`config.mk`:
```
export PLATFORM = sky130hd
export DESIGN_NAME = spi_cmd_engine
export DESIGN_NICKNAME = d
export VERILOG_FILES = /design/src/rtl/spi_cmd_engine.sv
export SDC_FILE = /design/constraint.sdc
export NUM_CORES = 1
export LEC_CHECK = 0
export CORE_MARGIN = 1.5
export CORE_UTILIZATION = 45
export DETAILED_ROUTE_END_ITERATION = 8
export GPL_ROUTABILITY_DRIVEN = 0
export PLACE_DENSITY_LB_ADDON = 0.25
export RECOVER_POWER = 50
export REMOVE_ABC_BUFFERS = 1
export SKIP_CTS_REPAIR_TIMING = 1
export SYNTH_ARGS = -nofsm -noshare
export SYNTH_HDL_FRONTEND = slang
export SYNTH_SLANG_ARGS = --single-unit
export TNS_END_PERCENT = 50
```
`constraint.sdc`:
```
create_clock -name clk -period 5.1 [get_ports clk]
set_input_delay 1.02 -clock clk [delete_from_list [all_inputs] [get_ports clk]]
set_output_delay 1.02 -clock clk [all_outputs]
set_load 0.05 [all_outputs]
```
`src/rtl/spi_cmd_engine.sv`:
```
module spi_cmd_engine #(
  parameter int CLK_DIV = 4,
  parameter int DEPTH   = 8
) (
  input  logic       clk,
  input  logic       rst_n,
  input  logic [3:0] reg_addr,
  input  logic       reg_wr,
  input  logic       reg_rd,
  input  logic [7:0] reg_wdata,
  output logic [7:0] reg_rdata,
  output logic       spi_sck,
  output logic       spi_cs_n,
  output logic       spi_mosi,
  input  logic       spi_miso
);
  localparam int HALF = CLK_DIV / 2;
  localparam int DIVW = (CLK_DIV > 2) ? $clog2(CLK_DIV) : 1;
  localparam int PW   = $clog2(DEPTH);
  localparam logic [DIVW-1:0] DIV_LAST = DIVW'(CLK_DIV - 1);
  localparam logic [DIVW-1:0] DIV_MID  = DIVW'(HALF - 1);
  localparam logic [DIVW-1:0] DIV_HI   = DIVW'(HALF);
  localparam logic [3:0]      MAX_TX   = 4'(DEPTH);

  typedef enum logic [1:0] {S_IDLE, S_LEAD, S_SHIFT, S_TRAIL} state_t;

  state_t          state;
  logic [7:0]      opcode_q, count_q;
  logic [7:0]      fifo [DEPTH];
  logic [PW-1:0]   ptr;
  logic [DIVW-1:0] div;
  logic [2:0]      bit_cnt;
  logic [4:0]      bidx, total;
  logic [3:0]      txn;
  logic [7:0]      sh_tx, sh_rx;

  wire run      = (state != S_IDLE);
  wire div_end  = (div == DIV_LAST);
  wire byte_end = (state == S_SHIFT) && div_end && (bit_cnt == 3'd7);
  wire rx_byte  = (bidx > {1'b0, txn});
  wire [PW-1:0] rx_slot = PW'(bidx - 5'd1);

  wire wr_opc  = reg_wr && (reg_addr == 4'h0) && !run;
  wire wr_cnt  = reg_wr && (reg_addr == 4'h1) && !run;
  wire wr_ctl  = reg_wr && (reg_addr == 4'h2);
  wire start   = wr_ctl && reg_wdata[0] && !run;
  wire rewind  = wr_ctl && reg_wdata[4] && !run;
  wire port_wr = reg_wr && (reg_addr == 4'hC) && !run;
  wire port_rd = reg_rd && (reg_addr == 4'hC) && !run;

  wire [3:0] tx_req = (count_q[3:0] > MAX_TX) ? MAX_TX : count_q[3:0];
  wire [3:0] rx_req = ((count_q[3:0] == 4'd0) && (count_q[7:4] != 4'd0))
                      ? count_q[7:4] - 4'd1 : count_q[7:4];

  assign spi_cs_n = !run;
  assign spi_sck  = (state == S_SHIFT) && (div >= DIV_HI);
  assign spi_mosi = (state == S_SHIFT) && sh_tx[7];

  always_comb begin
    case (reg_addr)
      4'h0:    reg_rdata = opcode_q;
      4'h1:    reg_rdata = count_q;
      4'h2:    reg_rdata = {7'd0, run};
      4'h3:    reg_rdata = {run, 7'd0};
      4'hC:    reg_rdata = fifo[ptr];
      4'hD:    reg_rdata = 8'(ptr);
      default: reg_rdata = 8'h00;
    endcase
  end

  always_ff @(posedge clk or negedge rst_n) begin
    if (!rst_n) begin
      opcode_q <= 8'h00;
      count_q  <= 8'h00;
    end else begin
      if (wr_opc) opcode_q <= reg_wdata;
      if (wr_cnt) count_q  <= reg_wdata;
    end
  end

  always_ff @(posedge clk or negedge rst_n) begin
    if (!rst_n) begin
      state   <= S_IDLE;
      div     <= '0;
      bit_cnt <= 3'd0;
      bidx    <= 5'd0;
      total   <= 5'd0;
      txn     <= 4'd0;
      sh_tx   <= 8'h00;
      sh_rx   <= 8'h00;
    end else begin
      if (run) div <= div_end ? '0 : div + 1'b1;
      case (state)
        S_IDLE: if (start) begin
          state   <= S_LEAD;
          div     <= '0;
          bit_cnt <= 3'd0;
          bidx    <= 5'd0;
          txn     <= tx_req;
          total   <= 5'd1 + {1'b0, tx_req} + {1'b0, rx_req};
          sh_tx   <= opcode_q;
        end
        S_LEAD: if (div_end) state <= S_SHIFT;
        S_SHIFT: begin
          if (div == DIV_MID) sh_rx <= {sh_rx[6:0], spi_miso};
          if (div_end) begin
            if (bit_cnt == 3'd7) begin
              bit_cnt <= 3'd0;
              if (bidx == total - 5'd1) state <= S_TRAIL;
              else begin
                bidx  <= bidx + 5'd1;
                sh_tx <= ((bidx + 5'd1) <= {1'b0, txn}) ? fifo[PW'(bidx)] : 8'h00;
              end
            end else begin
              bit_cnt <= bit_cnt + 3'd1;
              sh_tx   <= {sh_tx[6:0], 1'b0};
            end
          end
        end
        S_TRAIL: if (div_end) state <= S_IDLE;
        default: state <= S_IDLE;
      endcase
    end
  end

  always_ff @(posedge clk or negedge rst_n) begin
    if (!rst_n) begin
      ptr <= '0;
      for (int i = 0; i < DEPTH; i++) fifo[i] <= 8'h00;
    end else begin
      if (byte_end && rx_byte) fifo[rx_slot] <= sh_rx;
      if (port_wr) fifo[ptr] <= reg_wdata;
      if (rewind || ((state == S_TRAIL) && div_end)) ptr <= '0;
      else if (port_wr || port_rd) ptr <= ptr + 1'b1;
    end
  end

  a_r9_cs_frames_clock: assert property (@(posedge clk) disable iff (!rst_n)
    spi_cs_n |-> !spi_sck);

  a_r3_tx_clamped: assert property (@(posedge clk) disable iff (!rst_n)
    run |-> (txn <= MAX_TX));

  a_r5_no_restart: assert property (@(posedge clk) disable iff (!rst_n)
    (run && state != S_LEAD && wr_ctl && reg_wdata[0]) |=> (state != S_LEAD));

  a_r6_rewind_zero: assert property (@(posedge clk) disable iff (!rst_n)
    rewind |=> (ptr == '0));

  a_r7_ptr_home: assert property (@(posedge clk) disable iff (!rst_n)
    $fell(run) |-> (ptr == '0));

  a_r10_port_frozen: assert property (@(posedge clk) disable iff (!rst_n)
    (run && $past(run)) |-> $stable(ptr));
endmodule

```
Word-level counts from Yosys, hierarchy flattened
Index checks and enable logic that the tools add are counted.
{ "classes": {"bitwise_logic": 3, "add_sub_neg": 9, "mux": 45, "n_lt_le_gt_ge": 9, "reduce_logical": 38, "n_eq_ne": 20} }
{ "op_table": {"columns": ["operator", "count"], "rows": [
  ["64-bit bitwise mux", 2],
  ["64-bit 2-to-1 mux", 2],
  ["8-bit 2-to-1 mux", 11],
  ["8-bit binary-select mux with 3-bit select", 2],
  ["8-bit demux with 3-bit select", 2],
  ["8-bit case mux with 6 select lines", 1],
  ["1-bit logical AND", 22],
  ["2-bit 2-to-1 mux", 10],
  ["5-bit 2-to-1 mux", 4],
  ["8-bit case mux with 2 select lines", 1],
  ["3-bit 2-to-1 mux", 5],
  ["4-bit greater-or-equal comparator (second input constant)", 3],
  ["3-bit inverter with 4-bit output", 3],
  ["2-bit != test (second input constant)", 5],
  ["5-bit case mux with 2 select lines", 1],
  ["4-bit by 2-bit == test with 1-bit output (second input constant)", 2],
  ["4-bit == test (second input constant)", 2],
  ["4-bit zero test", 2],
  ["4-bit by 1-bit < comparator with 1-bit output (second input constant)", 2],
  ["4-bit 2-to-1 mux", 2],
  ["2-bit case mux with 4 select lines", 1],
  ["3-bit by 1-bit adder with 3-bit output (second input constant)", 2],
  ["2-bit == test (second input constant)", 3],
  ["3-bit case mux with 2 select lines", 1],
  ["other kinds (27)", 33]
]} }
{ "word_totals": {"input_bits": 17, "reg_bits": 120, "wordCells": 143} }

Logic depth before layout (Yosys ltp)
Gate-level depths: netlist of the first run.
{ "depth": {"depth_word": 10, "ltp_mapped": 11, "mapped_depth_nobuf": 11} }

Worst setup path before layout of the first run
OpenSTA, ideal clock, no wires.
{ "synth_timing": {"kind": "in2out", "from": "input reg_addr[0]", "to": "output reg_rdata[7]", "path_buffers": 2, "stages": 4, "t_arrival_ns": 2.825, "slack_ns": 1.255, "cell_sequence": "buf_6 > clkbuf_1 > a22oi_1 > o32ai_1"} }
{ "synth_between": {"elab_chain_len": 2, "word_cells_on_any_way": 7} }
{ "synth_rtl": {"columns": ["element", "line", "text"], "rows": [
  ["from (decl)", "7", "input logic [3:0] reg_addr,"],
  ["4-bit == test, or another cell as far along", "60", "case (reg_addr)"],
  ["8-bit case mux with 6 select lines *", "60", null],
  ["to (decl)", "11", "output logic [7:0] reg_rdata,"]
]} }
Mark *: on every way between the ends. The rest lies on a longest branch, timed or not.

Worst setup path in the final report of the first run
{ "layout_timing": {"from": "input reg_addr[1]", "to": "output reg_rdata[0]"} }
Same word-level chain as after synthesis.

==> metrics.md, run 1 <==
| Metric | Value |
|---|---|
| Wire per inst | 21.3 µm |
| Post-Syn Instances | 727 |
| Tmin final | 4.58 ns |
| GRT Total Usage | 24.3% |
| Crit. Startpoint | reg_addr[1] |
| Vert. Die Dim | 132 µm |
| Setup TNS | 0 ns |
| Worst setup margin | 0.521 ns |
| Critical path class | in2out |
| Top Ports | 28 |
| DP Wirelength | 13,700 µm |
| Post-synth top area share | 40.0% |
| Pwr/cell area | 268 mW/mm² |
| Synth Warn # | 0 |
| Cts bufs inserted | 17 |
| CTS root buf | clkbuf_16 |
| Worst hold path type | reg2reg |
| N_diodes | 0 |
| Average cell area after synthesis | 10.3 µm² |
| Vias | 5,615 |
| Seq/Total Area, Yosys | 40.0% |
| Flops & latches, synth | 120 |
| Crit. End Element | primary output |
| Fmax | 218 MHz |
| Comb pwr share | 3.7% |
| Slew @ Worst Pin | 3.70 ns |
| Clock skew | 0.00518 ns |
| Max Slew Vio Count | 67 |
| Switch share | 22.3% |
| Layout cells sized above 1 | 16.0% |
| Post-synth cell types | 61 |
| IO Port Bufs | 27 |
| Worst-path maximum fanout | 11 |
| Die width | 132 µm |
| Iteration-0 DRC Markers | 460 |
| Lkg Pwr | 3.79 nW |
| Crit path arrival time | 3.56 ns |
| CTS tree | done |
| Clk Latency, worst-skew pair | 0.43 ns |
| CTS max path bufs | 2 |
| Core Rows | 47 |
| Clk pwr share | 53.0% |
| List of most frequent post-synthesis cells | 120 x dfrtp_1, 79 x mux2i_1, 79 x nor2_1, 75 x a21oi_1, 69 x nand2_1 |
| Flop pwr share | 43.3% |
| Initial antenna violation count | 0 |
| CTS HTree Levels | 4 |
| Inst Count DP | 929 |
| MaxCap Viol Count | 1 |
| First-pass GRT wire length | 31,700 µm |
| Total Power | 2.25 mW |
| Post-Syn Area | 0.00750 mm² |
| P_int | 1.75 mW |
| Vias per Instance | 5.86 |
| Initial Util | 45.7% |
| Clk slew on worst S/H paths | 0.05 ns |
| Violated checks | capacitance limit, slew limit |
| # clock sinks | 120 |
| Worst Setup Start Kind | primary input |
| Rel. slew slack | -147% |
| Crit-path cells | clkdlybuf4s50_1 > nor2_1 > nand3_1 > o221ai_1 > clkdlybuf4s50_1 |
| Count leader, synth | dfrtp_1 |
| CP top delay family | buffers and inverters |
| Total grt overflow | 0 |
| Final Setup Violations | 0 |
| Ys flop type | dfrtp_1 |
| R2r startpoint | bidx[2]$_DFFE_PN0P_ |
| Sequential Area | 0.00300 mm² |
| Crit path buffers/inverters | 2 |
| Finished Layout Cells | 959 |
| Die ar. | 0.0174 mm² |
| Final Core Density | 51.1% |
| Delay of the slowest critical-path stage | 0.87 ns |
| Core area | 0.0164 mm² |
| Final Hold Viols | 0 |
| Post-synth EDFFs | 0 |
| Vias in the first global route | 5,665 |
| Final ANT Viol Nets | 0 |
| Area of the multi-input gates | 0.00412 mm² |
| Area grow syn2layout | 11.8% |
| # DRC | 0 |
| Yosys top cell by area | dfrtp_1 |
| Psw | 0.501 mW |
| Pre-CTS setup slack | 0.564 ns |
| Synth area leaders | dfrtp_1 40%, mux2i_1 11%, mux4_2 9.6%, a21oi_1 5.0%, ha_1 4.3% |
| WL final | 20,400 µm |
| Hold path start | sh_tx[7]$_DFFE_PN0P_ |
| Largest net degree at the start of global routing | 67 |
| Pre-Repair DR Iteration Count | 5 |
| Asr flop ratio synth | 100% |
| Critical path's most frequent cell | clkdlybuf4s50_1 |
| Max VDD drop | 0.245 mV |
| Layout Nets | 772 |
| Slowest CP cell | clkdlybuf4s50_1 |
| Tcrit/Tclk final | 89.8% |
| Unrepaired setup endpoints after global routing | false |
| Required @ worst endpoint | 4.08 ns |
| Fillers | 1,458 |
| Outcome | finished, violations left |
-- worst register-to-register path: stages (launching register included) --
cell and delay, ns:
dfrtp_1 0.97, nand3_1 0.19, xnor2_1 0.25, ha_1 0.30, a21oi_1 0.16, o21ai_0 0.09
a211oi_1 0.95, a222oi_1 0.21, o21ai_0 0.23
-- cell usage in the layout (no fill, tap or decap), types with 8 or more instances in the layout --
cell type and instances:
mux2i_1 79, nand3_1 12, clkdlybuf4s50_1 26, ha_1 26, clkbuf_16 17, dfrtp_1 120
nand2_1 69, mux4_2 32, nor3_1 9, inv_1 23, mux2_2 26, a21oi_1 75
xnor2_1 10, nor2_1 79, nand2_2 8, o21ai_0 24
-- power groups by stage --
stage	Combinational, mW	Sequential, mW	Clock [mW]
floorplan	0.0257	0.985	0
global placement	0.0834	0.989	0
detailed placement	0.0851	0.989	0
CTS	0.0854	0.973	1.21
global route	0.0905	0.974	1.26
finish	0.0833	0.974	1.19
-- sequential cells by signal (all words and copies together) (netlist names) --
register	flops
bidx	5
bit_cnt	3
count_q	8
div	2
fifo	64
opcode_q	8
ptr	3
sh_rx	8
sh_tx	8
state	2
total	5
txn	4
-- layout make-up --
| class | instances | share of cell area (%) |
|---|---|---|
| clock buffers | 21 | 5.25 |
| clock inverters | 9 | 1.52 |
| inverters | 24 | 1.07 |
| multi-input cells | 529 | 49.2 |
| flip-flops and latches | 120 | 35.8 |
| well taps | 220 | 3.28 |
| repair buffers | 36 | 3.85 |
-- metrics by stage --
stage	area [µm²]	hold slack [ns]
final	8380	0.477
after global routing	8380	0.498
after CTS	8390	0.484
after detailed placement	7830	0.472
after global placement	7830	0.468
after floorplan	7220	0.442
-- metal layers --
| layer | global-route usage (%) | vias to the layer above | part of all wire, % |
|---|---|---|---|
| met5 | 0 | - | 0 |
| met4 | 12.2 | 0 | 3.9 |
| met3 | 5.27 | 52 | 5.6 |
| met2 | 41.9 | 191 | 51 |
| met1 | 28.8 | 2772 | 39 |
| li1 | - | 2600 | - |
-- cells by family after synthesis --
group / after synthesis / share of synthesized area (%)
AND/OR/NAND/NOR: 208 / 12.7
flip-flops: 120 / 40.0
adder cells (fa/ha/maj): 27 / 4.61
multiplexers: 138 / 24.3
buffers and inverters: 78 / 4.97
AO/OA/AOI/OAI: 138 / 11.2
XOR/XNOR: 18 / 2.20
-- path summary, 6_finish.rpt --
check,endpoint,slack [ns],cells after the start
max,reg_rdata[0],0.52,5
min,sh_tx[7]$_DFFE_PN0P_,0.48,2
max reg2reg,sh_tx[3]$_DFFE_PN0P_,1.66,8
min reg2reg,sh_tx[7]$_DFFE_PN0P_,0.48,2
max in group asynchronous,count_q[0]$_DFFE_PN0P_,0.92,2
min in group asynchronous,total[1]$_DFFE_PN0P_,1.87,1
No activity file was read; power rests on OpenSTA's default activity.
==> run 2, diff against run 1 <==
--- a/config.mk
+++ b/config.mk
@@ -5,7 +5,6 @@
 export SDC_FILE = /design/constraint.sdc
 export NUM_CORES = 1
 export LEC_CHECK = 0
-export CORE_MARGIN = 1.5
 export CORE_UTILIZATION = 45
 export DETAILED_ROUTE_END_ITERATION = 8
 export GPL_ROUTABILITY_DRIVEN = 0
==> constraint.sdc (replaced) <==
create_clock -name clk -period 5.1 [get_ports clk]
set_input_delay 1.02 -clock clk [delete_from_list [all_inputs] [get_ports clk]]
set_output_delay 1.02 -clock clk [all_outputs]
set_load 0.01 [all_outputs]
==> run 2 against run 1 <==
Effect of this change: the flow still finishes with violations (capacitance limit, slew limit); global-route usage is 1.0 points higher; routed wire length is 1.1% lower; largest cell class unchanged; cell count is 0.52% lower; clock skew rose by 0.0019 ns.
==> metrics.md, run 2 (synthesized netlist as in run 1, its figures left out) <==
| Metric | Value |
|---|---|
| Crit path arrival time | 3.55 ns (about the same) |
| # DRC | 0 (unchanged) |
| Die ar. | 0.0172 mm² (-1.5%) |
| Violated checks | capacitance limit, slew limit |
| CTS max path bufs | 2 (unchanged) |
| Crit. End Element | primary output |
| MaxCap Viol Count | 2 (+1) |
| Initial Util | 46.7% (+0.99 points) |
| Cts bufs inserted | 17 (unchanged) |
| Slew @ Worst Pin | 2.06 ns (-1.64 ns) |
| P_int | 1.73 mW (-1.2%) |
| First-pass GRT wire length | 31,500 µm (-0.59%) |
| Psw | 0.494 mW (-1.5%) |
| Top reg by flops | fifo |
| Vias | 5,634 (+0.34%) |
| Required @ worst endpoint | 4.08 ns (about the same) |
| Pwr/cell area | 265 mW/mm² (-1.2%) |
| Worst hold path type | reg2reg |
| Clk pwr share | 52.8% (-0.2 points) |
| Vias in the first global route | 5,666 (+0.018%) |
| Setup TNS | 0 ns (unchanged) |
| Fmax | 219 MHz (+0.29%) |
| Final ANT Viol Nets | 0 (unchanged) |
| Comb pwr share | 3.4% (-0.3 points) |
| Flop pwr share | 43.9% (+0.6 points) |
| Sequential Area | 0.00300 mm² (unchanged) |
| Total grt overflow | 0 (unchanged) |
| Vias per Instance | 5.91 (+0.86%) |
| Outcome | finished, violations left |
| Wire per inst | 21.1 µm (-0.56%) |
| WL final | 20,200 µm (-1.1%) |
| Clock skew | 0.00706 ns (+0.00189 ns) |
| Area grow syn2layout | 11.7% (about the same) |
| Die width | 131 µm (-0.76%) |
| Layout cells sized above 1 | 16.3% (+0.29 points) |
| GRT Total Usage | 25.4% (+1.0 points) |
| Clk Latency, worst-skew pair | 0.43 ns (about the same) |
| Fillers | 1,438 (-1.4%) |
| Clk slew on worst S/H paths | 0.05 ns (about the same) |
| Worst Setup Start Kind | primary input |
| Tmin final | 4.57 ns (-0.0130 ns) |
| Final Hold Viols | 0 (unchanged) |
| CTS HTree Levels | 4 (unchanged) |
| Worst-path maximum fanout | 9 (-2) |
| Initial antenna violation count | 0 (unchanged) |
| Core area | 0.0161 mm² (-2.1%) |
| Largest net degree at the start of global routing | 54 (-19%) |
| Unrepaired setup endpoints after global routing | false |
| Vert. Die Dim | 131 µm (-0.76%) |
| Max VDD drop | 0.245 mV (about the same) |
| Final Setup Violations | 0 (unchanged) |
| # clock sinks | 120 (unchanged) |
| Commonest non-fill, non-tap cell in the layout | dfrtp_1 |
| IO Port Bufs | 27 (unchanged) |
| Largest register FFs | 64 (unchanged) |
| CTS root buf | clkbuf_16 |
| Switch share | 22.3% (-0.055 points) |
| Rel. slew slack | -37.4% (+110 points) |
| Leading cell types in the layout, fill and taps excluded | 120 x dfrtp_1, 79 x nor2_1, 79 x mux2i_1 |
| Lkg Pwr | 3.80 nW (about the same) |
| Pre-Repair DR Iteration Count | 6 (+1) |
| Worst setup margin | 0.534 ns (+0.0130 ns) |
| Pre-CTS setup slack | 0.844 ns (+0.280 ns) |
| Top Ports | 28 (unchanged) |
| Layout Nets | 771 (-0.13%) |
| Critical path class | in2out |
| DP Wirelength | 13,900 µm (+1.5%) |
| Tcrit/Tclk final | 89.5% (-0.26 points) |
| N_diodes | 0 (unchanged) |
| Max Slew Vio Count | 71 (+6.0%) |
| Area of the multi-input gates | 0.00412 mm² (unchanged) |
| CTS tree | done |
| Iteration-0 DRC Markers | 541 (+18%) |
| Core Rows | 46 (-2.1%) |
==> run 2: routing by layer <==
| layer | track usage (%) | wire [µm] | share of wire (%) |
|---|---|---|---|
| met1 | 31.2 | 8430 | 42 |
| met2 | 42.2 | 9790 | 49 |
| met3 | 6.41 | 1320 | 6.6 |
| met4 | 11.2 | 625 | 3.1 |
| met5 | 0 | 0 | 0 |
==> run 2: critical path, cell delays in order <==
cell and delay (ns):
dlygate4sd3_1 0.76, clkbuf_1 0.45, and3_1 0.31, a22oi_1 0.11, o221ai_1 0.27, clkdlybuf4s50_1 0.61
==> run 2: power groups by stage <==
stage               Combinational (mW)  Clock [mW]  Sequential, mW
floorplan                       0.0182           0           0.985
global placement                0.0757           0           0.989
detailed placement              0.0776           0           0.989
CTS                             0.0779        1.19           0.973
global route                    0.0823        1.23           0.974
finish                          0.0752        1.17           0.973
==> run 2: cell type report <==
type	instances	share of cell area, %
flip-flops and latches	120	35.9
inverters	24	1.08
well taps	216	3.23
repair buffers	35	3.75
multi-input cells	529	49.2
clock inverters	7	0.807
clock buffers	23	6.07
==> run 2: metrics by stage <==
step / area (µm²) / power, mW / hold slack, ns / std cells / utilization, %
4_1_cts: 8390 / 2.24 / 0.483 / 954 / 52.2
3_5_place_dp: 7810 / 1.07 / 0.471 / 924 / 48.7
5_1_grt: 8380 / 2.29 / 0.519 / 954 / 52.2
3_3_place_gp: 7810 / 1.06 / 0.465 / 924 / 48.7
6_report: 8380 / 2.22 / 0.485 / 954 / 52.2
2_1_floorplan: 7220 / 1.00 / 0.442 / 673 / -
==> run 2: worst paths after layout <==
check,endpoint,cells after the start,start,slack [ns]
worst min register to register,sh_tx[7]$_DFFE_PN0P_,2,sh_tx[7]$_DFFE_PN0P_,0.49
worst min-delay path,sh_tx[7]$_DFFE_PN0P_,2,sh_tx[7]$_DFFE_PN0P_,0.49
max in group asynchronous,fifo[46]$_DFF_PN0_,2,rst_n,1.28
min in group asynchronous,total[1]$_DFFE_PN0P_,1,rst_n,1.10
worst max register to register,sh_tx[5]$_DFFE_PN0P_,8,bidx[2]$_DFFE_PN0P_,1.59
worst max-delay path,reg_rdata[0],6,reg_addr[0],0.53
